## config.mk

```make
export PLATFORM = sky130hd
export DESIGN_NAME = io_mode_decoder
export DESIGN_NICKNAME = d
export VERILOG_FILES = /design/src/rtl/io_mode_decoder.sv
export SDC_FILE = /design/constraint.sdc
export NUM_CORES = 1
export LEC_CHECK = 0
export BUFFER_PORTS_ARGS = -buffer_cell sky130_fd_sc_hd__buf_2
export CAP_MARGIN = 40
export CORE_AREA = 2 2 81 83
export CTS_CLUSTER_SIZE = 30
export DETAILED_ROUTE_END_ITERATION = 8
export DIE_AREA = 0 0 83 85
export PLACE_DENSITY = 0.68
export SLEW_MARGIN = 20
export SYNTH_ARGS = -nofsm -noshare
export SYNTH_HDL_FRONTEND = slang
export SYNTH_SLANG_ARGS = --single-unit
```

## constraint.sdc

```tcl
create_clock -name clk -period 3.6 [get_ports clk]
set_input_delay 0.36 -clock clk [delete_from_list [all_inputs] [get_ports clk]]
set_output_delay 0.36 -clock clk [all_outputs]
set_load 0.02 [all_outputs]
```

## src/rtl/io_mode_decoder.sv

```systemverilog
module io_mode_decoder #(
  parameter int ADDR_W = 32,
  parameter int WIN_LG = 5,
  parameter int DATA_W = 32,
  parameter logic [WIN_LG-1:0] SWITCH_OFF = 5'h10
) (
  input  logic                clk,
  input  logic                rst_n,
  input  logic                io_en,
  input  logic [ADDR_W-1:0]   base,
  input  logic [ADDR_W-1:0]   addr,
  input  logic [DATA_W/8-1:0] be,
  input  logic                rd,
  input  logic                wr,
  input  logic [DATA_W-1:0]   wdata,
  input  logic [DATA_W-1:0]   res_rdata,
  output logic                hit,
  output logic                res_rd,
  output logic                res_wr,
  output logic [WIN_LG-2:0]   res_idx,
  output logic [DATA_W-1:0]   res_wdata,
  output logic [DATA_W-1:0]   bus_rdata,
  output logic                dw_mode
);
  localparam int HALF = DATA_W / 2;

  logic [WIN_LG-1:0] off;
  logic              trig, dw_eff, hi;
  logic              unused_bits;

  assign off    = addr[WIN_LG-1:0];
  assign hi     = off[1];
  assign hit    = io_en & (rd | wr) & (addr[ADDR_W-1:WIN_LG] == base[ADDR_W-1:WIN_LG]);
  assign res_rd = hit & rd;
  assign res_wr = hit & wr;

  assign trig   = res_wr & (&be) & (off == SWITCH_OFF);
  assign dw_eff = dw_mode | trig;

  always_ff @(posedge clk or negedge rst_n)
    if (!rst_n)    dw_mode <= 1'b0;
    else if (trig) dw_mode <= 1'b1;

  assign res_idx = dw_eff ? {1'b0, off[WIN_LG-1:2]} : off[WIN_LG-1:1];

  assign res_wdata = dw_eff ? wdata
                   : {{HALF{1'b0}}, (hi ? wdata[DATA_W-1:HALF] : wdata[HALF-1:0])};

  assign bus_rdata = dw_eff ? res_rdata
                   : hi ? {res_rdata[HALF-1:0], {HALF{1'b0}}}
                        : {{HALF{1'b0}}, res_rdata[HALF-1:0]};

  assign unused_bits = ^{off[0], base[WIN_LG-1:0]};

  AST_HIT_GATED: assert property (@(posedge clk) disable iff (!rst_n)
    hit |-> (io_en && (rd || wr)));
  AST_MODE_STICKY: assert property (@(posedge clk) disable iff (!rst_n)
    dw_mode |=> dw_mode);
  AST_MODE_CAUSE: assert property (@(posedge clk) disable iff (!rst_n)
    $rose(dw_mode) |-> $past(hit && wr && (&be) && addr[WIN_LG-1:0] == SWITCH_OFF));
  AST_DW_IDX_RANGE: assert property (@(posedge clk) disable iff (!rst_n)
    dw_mode |-> !res_idx[WIN_LG-2]);
  AST_DW_WDATA: assert property (@(posedge clk) disable iff (!rst_n)
    dw_mode |-> res_wdata == wdata);
endmodule

```

Word level (Yosys, flattened, before mapping)
Cells that the tools add are included.

Multiplexer cells: 5. Reduce and logical (&&, ||, !) cells: 1. Equal/unequal tests: 2. Bitwise gates (word level): 8.

Operators with widths (count): $mux 32 (3); $eq 27x27->1 (1); $mux 16 (1); $and 1x1->1 (6); $eq 5x5->1 const B (1); $mux 4 (1); $reduce_and 4->1 (1); $or 1x1->1 (2).

Output and inout bits: 72. Logic and storage cells: 17. Register bits after elaboration: 1. Input port bits: 137.

Depth between registers and ports, before layout
Gate-level depths: netlist of the first run.

Depth after elaboration: 8. Depth in mapped cells: 8. Depth with buffers taken out: 6.

Worst setup path after synthesis of the first run
Ideal clock, no wire load.

Path kind: input -> output. From: input port base[23]. To: output port bus_rdata[23]. Stages: 7. Arrival: 2.207 ns. Path slack: 1.033 ns. Buffers on the path: 2. Required time: 3.240 ns. Path through: xnor2_1 > o211ai_1 > or4_1 > o41a_1 > buf_6 > buf_6 > mux2i_1.

Word-level cells in the longest chain between the ends: 7.

RTL lines: start, declared (line 10) `input logic [ADDR_W-1:0] base,`; $eq 27x27->1 (line 33) `assign hit = io_en & (rd | wr) & (addr[ADDR_W-1:WIN_LG] == base[ADDR_W-1:WIN_LG]);`; $and 1x1->1 (line 33); $and 1x1->1 (line 35) `assign res_wr = hit & wr;`; $and 1x1->1 (2 in series) (line 37) `assign trig = res_wr & (&be) & (off == SWITCH_OFF);`; $or 1x1->1 (line 38) `assign dw_eff = dw_mode | trig;`; $mux 32 (line 49) `assign bus_rdata = dw_eff ? res_rdata`; end, declared (line 22) `output logic [DATA_W-1:0] bus_rdata,`.

Every way passes these cells.

Final worst setup path of the first run
From: input port base[23]. To: output port res_idx[2].

Word-level cells in the longest chain between the ends: 7.

RTL lines: $eq 27x27->1 (line 33); $and 1x1->1 (line 33); $and 1x1->1 (line 35); $and 1x1->1 (2 in series) (line 37); $or 1x1->1 (line 38); $mux 4 (line 44) `assign res_idx = dw_eff ? {1'b0, off[WIN_LG-1:2]} : off[WIN_LG-1:1];`; end, declared (line 20) `output logic [WIN_LG-2:0] res_idx,`.

Every way passes these cells.

==> results of run 1 <==
==> stage by stage <==
step                      hold slack [ps]  power (W)  cell area (µm²)
after floorplan                      64.4   0.000126             1160
after global placement                135   0.000244             2230
after detailed placement              136   0.000248             2230
after CTS                             136   0.000249             2230
after global routing                  142   0.000270             2230
final                                 135   0.000247             2230
==> final cells by class <==
type,instances,area [µm²]
Inverter,23,88.8
Timing Repair Buffer,205,1030
Tap cell,77,96.3
Fill cell,653,3970
Sequential cell,1,25.0
Multi-Input combinational cell,131,990
==> where the power goes <==
part / internal (W) / total [W] / switching [W]
sequential: 0.0000114 / 0.0000114 / 0
clock: 0 / 0 / 0
combinational: 0.000114 / 0.000235 / 0.000121
total: 0.000125 / 0.000247 / 0.000121
==> worst paths after layout <==
path	depth (start not counted)	start	slack, ps	end
max	8	base[23]	790	res_idx[2]
min	1	rst_n	130	dw_mode$_DFFE_PN0P_
max reg2reg	3	dw_mode$_DFFE_PN0P_	2630	dw_mode$_DFFE_PN0P_
min reg2reg	3	dw_mode$_DFFE_PN0P_	820	dw_mode$_DFFE_PN0P_
max in group asynchronous	1	rst_n	3380	dw_mode$_DFFE_PN0P_
min in group clk	3	dw_mode$_DFFE_PN0P_	820	dw_mode$_DFFE_PN0P_
==> cell usage after synthesis, drive strengths merged, types with 2 or more instances <==
cell,instances
nand2,18
nor2b,3
nor4,5
and2,35
buf,4
xor2,18
xnor2,5
o22ai,2
nand4,3
mux2,18
inv,23
clkbuf,4
mux2i,16
==> worst max-delay path, stage by stage <==
cell,delay (ps)
buf_2,100
xnor2_1,140
o211ai_1,100
or4_1,580
o41a_1,480
inv_4,180
mux2_1,340
buf_2,160
==> logic make-up (layout without fill, tap and decap cells) <==
logic type | Yosys count | after routing | synth area share [%]
AND/OR/NAND/NOR | 68 | 68 | 32.9
multiplexers | 34 | 34 | 31.4
buffers and inverters | 31 | 228 | 12.2
XOR/XNOR | 23 | 23 | 17.4
AO/OA/AOI/OAI | 6 | 6 | 3.90
flip-flops | 1 | 1 | 2.16
==> per-layer routing <==
metal	vias up	part of all wire, %	track usage [%]
met3	2	9.6	2.72
met5	-	0	0
met1	770	41	16.6
met4	0	0.32	1.04
met2	115	49	26.0
li1	925	-	-
==> flow_metrics.env, run 1 <==
export IMPL_cts_setup_buffers=0
export IMPL_cts_resized=0
export IMPL_num_io_pins=209
export IMPL_drv_cap=0
export IMPL_wl_um=5250
export IMPL_ys_async_sr_fraction_pct=100
export IMPL_ys_seq_area_share_pct=2.16
export IMPL_postCtsHoldBufs=0
export IMPL_clk_pin_slew_ps=0
export IMPL_area_delta_synth_final_pct=93.0
export IMPL_die_h_um=85
export IMPL_grt_max_degree=34
export IMPL_finalHoldViolCount=0
export IMPL_initial_utilization_pct=18.6
export IMPL_synth_area_mm2=0.00116
export IMPL_hold_class="input port to asynchronous set/reset pin"
export IMPL_ys_warn_count=0
export IMPL_crit_type="input port to output pin"
export IMPL_period_share_pct=78.2
export IMPL_gr_total_overflow=0
export IMPL_dr_pass1_iters=3
export IMPL_yosysUniqueCellTypes=25
export IMPL_grt_use_total_pct=13.7
export IMPL_fin_nets=499
export IMPL_clkLatencyLatePin_ps=0
export IMPL_placed_cells=437
export IMPL_diodes=0
export IMPL_vias=1812
export IMPL_detail_route_wl_per_cell_um=12.0
export IMPL_rsz0062_at_grt="no"
export IMPL_avgSynthCellArea_um2=7.09
export IMPL_start_kind="input port"
export IMPL_tightest_slew_ps=417
export IMPL_final_max_slew_viol_count=0
export IMPL_fin_crit_ps=2810
export IMPL_antenna_found_initial=0
export IMPL_synth_area_top_cells="and2_1, mux2_2, mux2i_1"
export IMPL_grt_pass1_wl_um=8290
export IMPL_max_freq_mhz=355
export IMPL_slew_headroom_pct=71.5
export IMPL_yosysTopAreaCellShare_pct=18.9
export IMPL_dp_hpwl_um=4560
export IMPL_mostFrequentLayoutCells="buf_2, and2_1, inv_1"
export IMPL_setup_violations=0
export IMPL_syn_inst=163
export IMPL_finish_utilization_pct=36.0
export IMPL_reg_largest_list="dw_mode: 1 flops"
export IMPL_cp_max_fo=19
export IMPL_endpoint_kind="output pin"
export IMPL_fp_dieW_um=83
export IMPL_yosys_area_top_type="and2_1"
export IMPL_ir_worst_vdd_v=0.0000911
export IMPL_power_leakage_nw=1.28
export IMPL_gp_congestion=0.811
export IMPL_core_mm2=0.00620
export IMPL_timing_final_ws_setup_ps=786
export IMPL_synth_main_ff_cell="dfrtp_1"
export IMPL_drt_vias_per_instance=4.15
export IMPL_setup_tns_ps=0
export IMPL_place_ws_ps=753
export IMPL_p_per_area_mw_per_mm2=110
export IMPL_arrival_ps=2450
export IMPL_synth_seq_cells=1
export IMPL_dieArea_mm2=0.00706
export IMPL_fin_skew_ps=0
export IMPL_largest_reg_flops=1
export IMPL_finalNonFillerCells=437
export IMPL_rows=29
export IMPL_port_buffers=203
export IMPL_drc=0
export IMPL_syn_nets=300
export IMPL_drtIter0Drc=25
export IMPL_synth_edff_count=0
export IMPL_cp_required_ps=3240
export IMPL_ant_nets=0
export IMPL_drive_gt1_share_pct=61.7
export IMPL_final_common_cell="buf_2"
export IMPL_regMostFlops="dw_mode"
export IMPL_status="completed"
export IMPL_grt_pass1_vias=1791
Power figures use the tool's default switching activity.
==> run 2: changes to the inputs <==
Settings changed: CORE_AREA 2 2 81 83 to 2 2 82 84, DIE_AREA 0 0 83 85 to 0 0 84 86, PLACE_DENSITY 0.68 to 0.66.
Clock period 3.6 ns to 2.7 ns, I/O delays scaled along.
==> run 2 against run 1 <==
Effect of this change:
- cell area up 1.1%
- worst hold slack worse by 91 ps
- register-to-register slack worse by 1000 ps
- via count up 1.5%
- sequential power up 34%
- combinational power up 34%
- die area up 2.4%
- global-route usage down 0.68 points
- sequential cell count unchanged
- critical path depth unchanged
- total power up 33%
- largest cell class unchanged
- largest power group unchanged
==> flow_metrics.env, run 2 (synthesis gave the netlist of run 1 again) <==
export IMPL_core_mm2=0.00628
export IMPL_diodes=0
export IMPL_p_int_w=0.000168
export IMPL_antenna_found_initial=0
export IMPL_power_switching_w=0.000160
export IMPL_crit_buf_inv=3
export IMPL_dieArea_mm2=0.00722
export IMPL_grt_pass1_vias=1761
export IMPL_crit_type="input port to output pin"
export IMPL_hold_class="input port to asynchronous set/reset pin"
export IMPL_clkLatencyLatePin_ps=0
export IMPL_fill_cells=663
export IMPL_reg_largest_list="dw_mode: 1 flops"
export IMPL_worstRegToRegCells=4
export IMPL_endpoint_kind="output pin"
export IMPL_final_max_slew_viol_count=0
export IMPL_rsz0062_at_grt="no"
export IMPL_port_buffers=203
export IMPL_slowest_delay_ps=570
export IMPL_die_h_um=86
export IMPL_largest_reg_flops=1
export IMPL_p_clk_share_pct=0
export IMPL_drtIter0Drc=20
export IMPL_gp_congestion=0.805
export IMPL_timing_rr_start="dw_mode$_DFFE_PN0P_"
export IMPL_cts_setup_buffers=0
export IMPL_gr_total_overflow=0
export IMPL_final_common_cell="buf_2"
export IMPL_setup_violations=0
export IMPL_p_per_area_mw_per_mm2=146
export IMPL_cp_max_fo=3
export IMPL_power_leakage_nw=1.29
export IMPL_fin_nets=502
export IMPL_drv_cap=0
export IMPL_rows=29
export IMPL_status="completed"
export IMPL_area_delta_synth_final_pct=95.0
export IMPL_max_freq_mhz=391
export IMPL_wl_um=5080
export IMPL_num_io_pins=209
export IMPL_pwr_share_comb_pct=95.4
export IMPL_fin_area_mm2=0.00225
export IMPL_grt_pass1_wl_um=8000
export IMPL_grt_max_degree=18
export IMPL_vias=1839
export IMPL_slew_headroom_pct=53.7
export IMPL_regMostFlops="dw_mode"
export IMPL_fin_skew_ps=0
export IMPL_pwr_share_seq_pct=4.6
export IMPL_drc=0
export IMPL_period_share_pct=94.7
export IMPL_place_area_mm2=0.00225
export IMPL_swShare_pct=48.8
export IMPL_rrSetupSlack_ps=1620
export IMPL_cp_cell_sequence="buf_2, xnor2_1, o211ai_1, or4_1, o41a_1, inv_4, mux2_1, buf_2"
export IMPL_cp_required_ps=2430
export IMPL_r2r_end="dw_mode$_DFFE_PN0P_"
export IMPL_drt_vias_per_instance=4.18
export IMPL_initial_utilization_pct=18.4
export IMPL_finalHoldViolCount=0
export IMPL_cp_common_cell="buf_2"
export IMPL_dr_pass1_iters=4
export IMPL_ant_nets=0
export IMPL_clk_pin_slew_ps=0
export IMPL_start_kind="input port"
export IMPL_timing_final_ws_setup_ps=144
export IMPL_ir_worst_vdd_v=0.0000885
export IMPL_fin_crit_ps=2560
export IMPL_detail_route_wl_per_cell_um=11.5
export IMPL_mostFrequentLayoutCells="buf_2, and2_1, inv_1"
export IMPL_fp_dieW_um=84
export IMPL_tightest_slew_ps=693
export IMPL_setup_tns_ps=0
export IMPL_grt_use_total_pct=13.0
export IMPL_arrival_ps=2290
export IMPL_cp_slowest_cell="or4_1"
export IMPL_place_ws_ps=98.5
export IMPL_crit_family="compound AO/OA/AOI/OAI gates"
export IMPL_drive_gt1_share_pct=62.0
export IMPL_dp_hpwl_um=4620
run 2: area by class of cell:
type / count / area (µm²) / share of cell area (%)
inverter: 23 / 88.8 / 3.94
multi-input combinational: 131 / 991 / 44.0
sequential: 1 / 25.0 / 1.11
tap: 77 / 96.3 / 4.27
timing repair buffer: 208 / 1050 / 46.7
run 2: layer usage:
metal	track usage (%)	routed length, µm	vias to the layer above
met5	0	0	-
met4	0	0	0
met3	1.25	439	0
met2	27.1	2690	105
met1	15.1	1950	804
li1	-	-	930
run 2: timing repair:
action | in CTS | in global routing
resized for setup | 0 | 1
setup endpoints to repair | 0 | 27
hold buffers | 0 | 0
run 2: how the worst max path moves through the flow:
| stage | startpoint | to | depth (start not counted) |
|---|---|---|---|
| after floorplan | base[23] | bus_rdata[23] | 7 |
| after global routing | base[23] | res_wdata[30] | 9 |
| after global placement | addr[10] | res_idx[2] | 8 |
| final | base[23] | res_idx[2] | 8 |
| after CTS | addr[10] | res_wdata[30] | 9 |
| after detailed placement | addr[10] | res_wdata[30] | 9 |
run 2: stage by stage:
step	instances	total power (W)	hold WS, ps	util [%]
floorplan	163	0.000168	-25.6	-
global placement	440	0.000326	45.5	35.9
detailed placement	440	0.000331	45.2	35.9
CTS	440	0.000332	45.2	35.9
global route	440	0.000358	47.8	35.9
finish	440	0.000329	44.2	35.9
run 2: power by group through the flow:
stage	sequential, W	clock, W	combinational (W)
3_5_place_dp	0.0000153	0	0.000315
6_report	0.0000153	0	0.000314
5_1_grt	0.0000153	0	0.000343
4_1_cts	0.0000153	0	0.000317
2_1_floorplan	0.0000153	0	0.000153
3_3_place_gp	0.0000153	0	0.000311
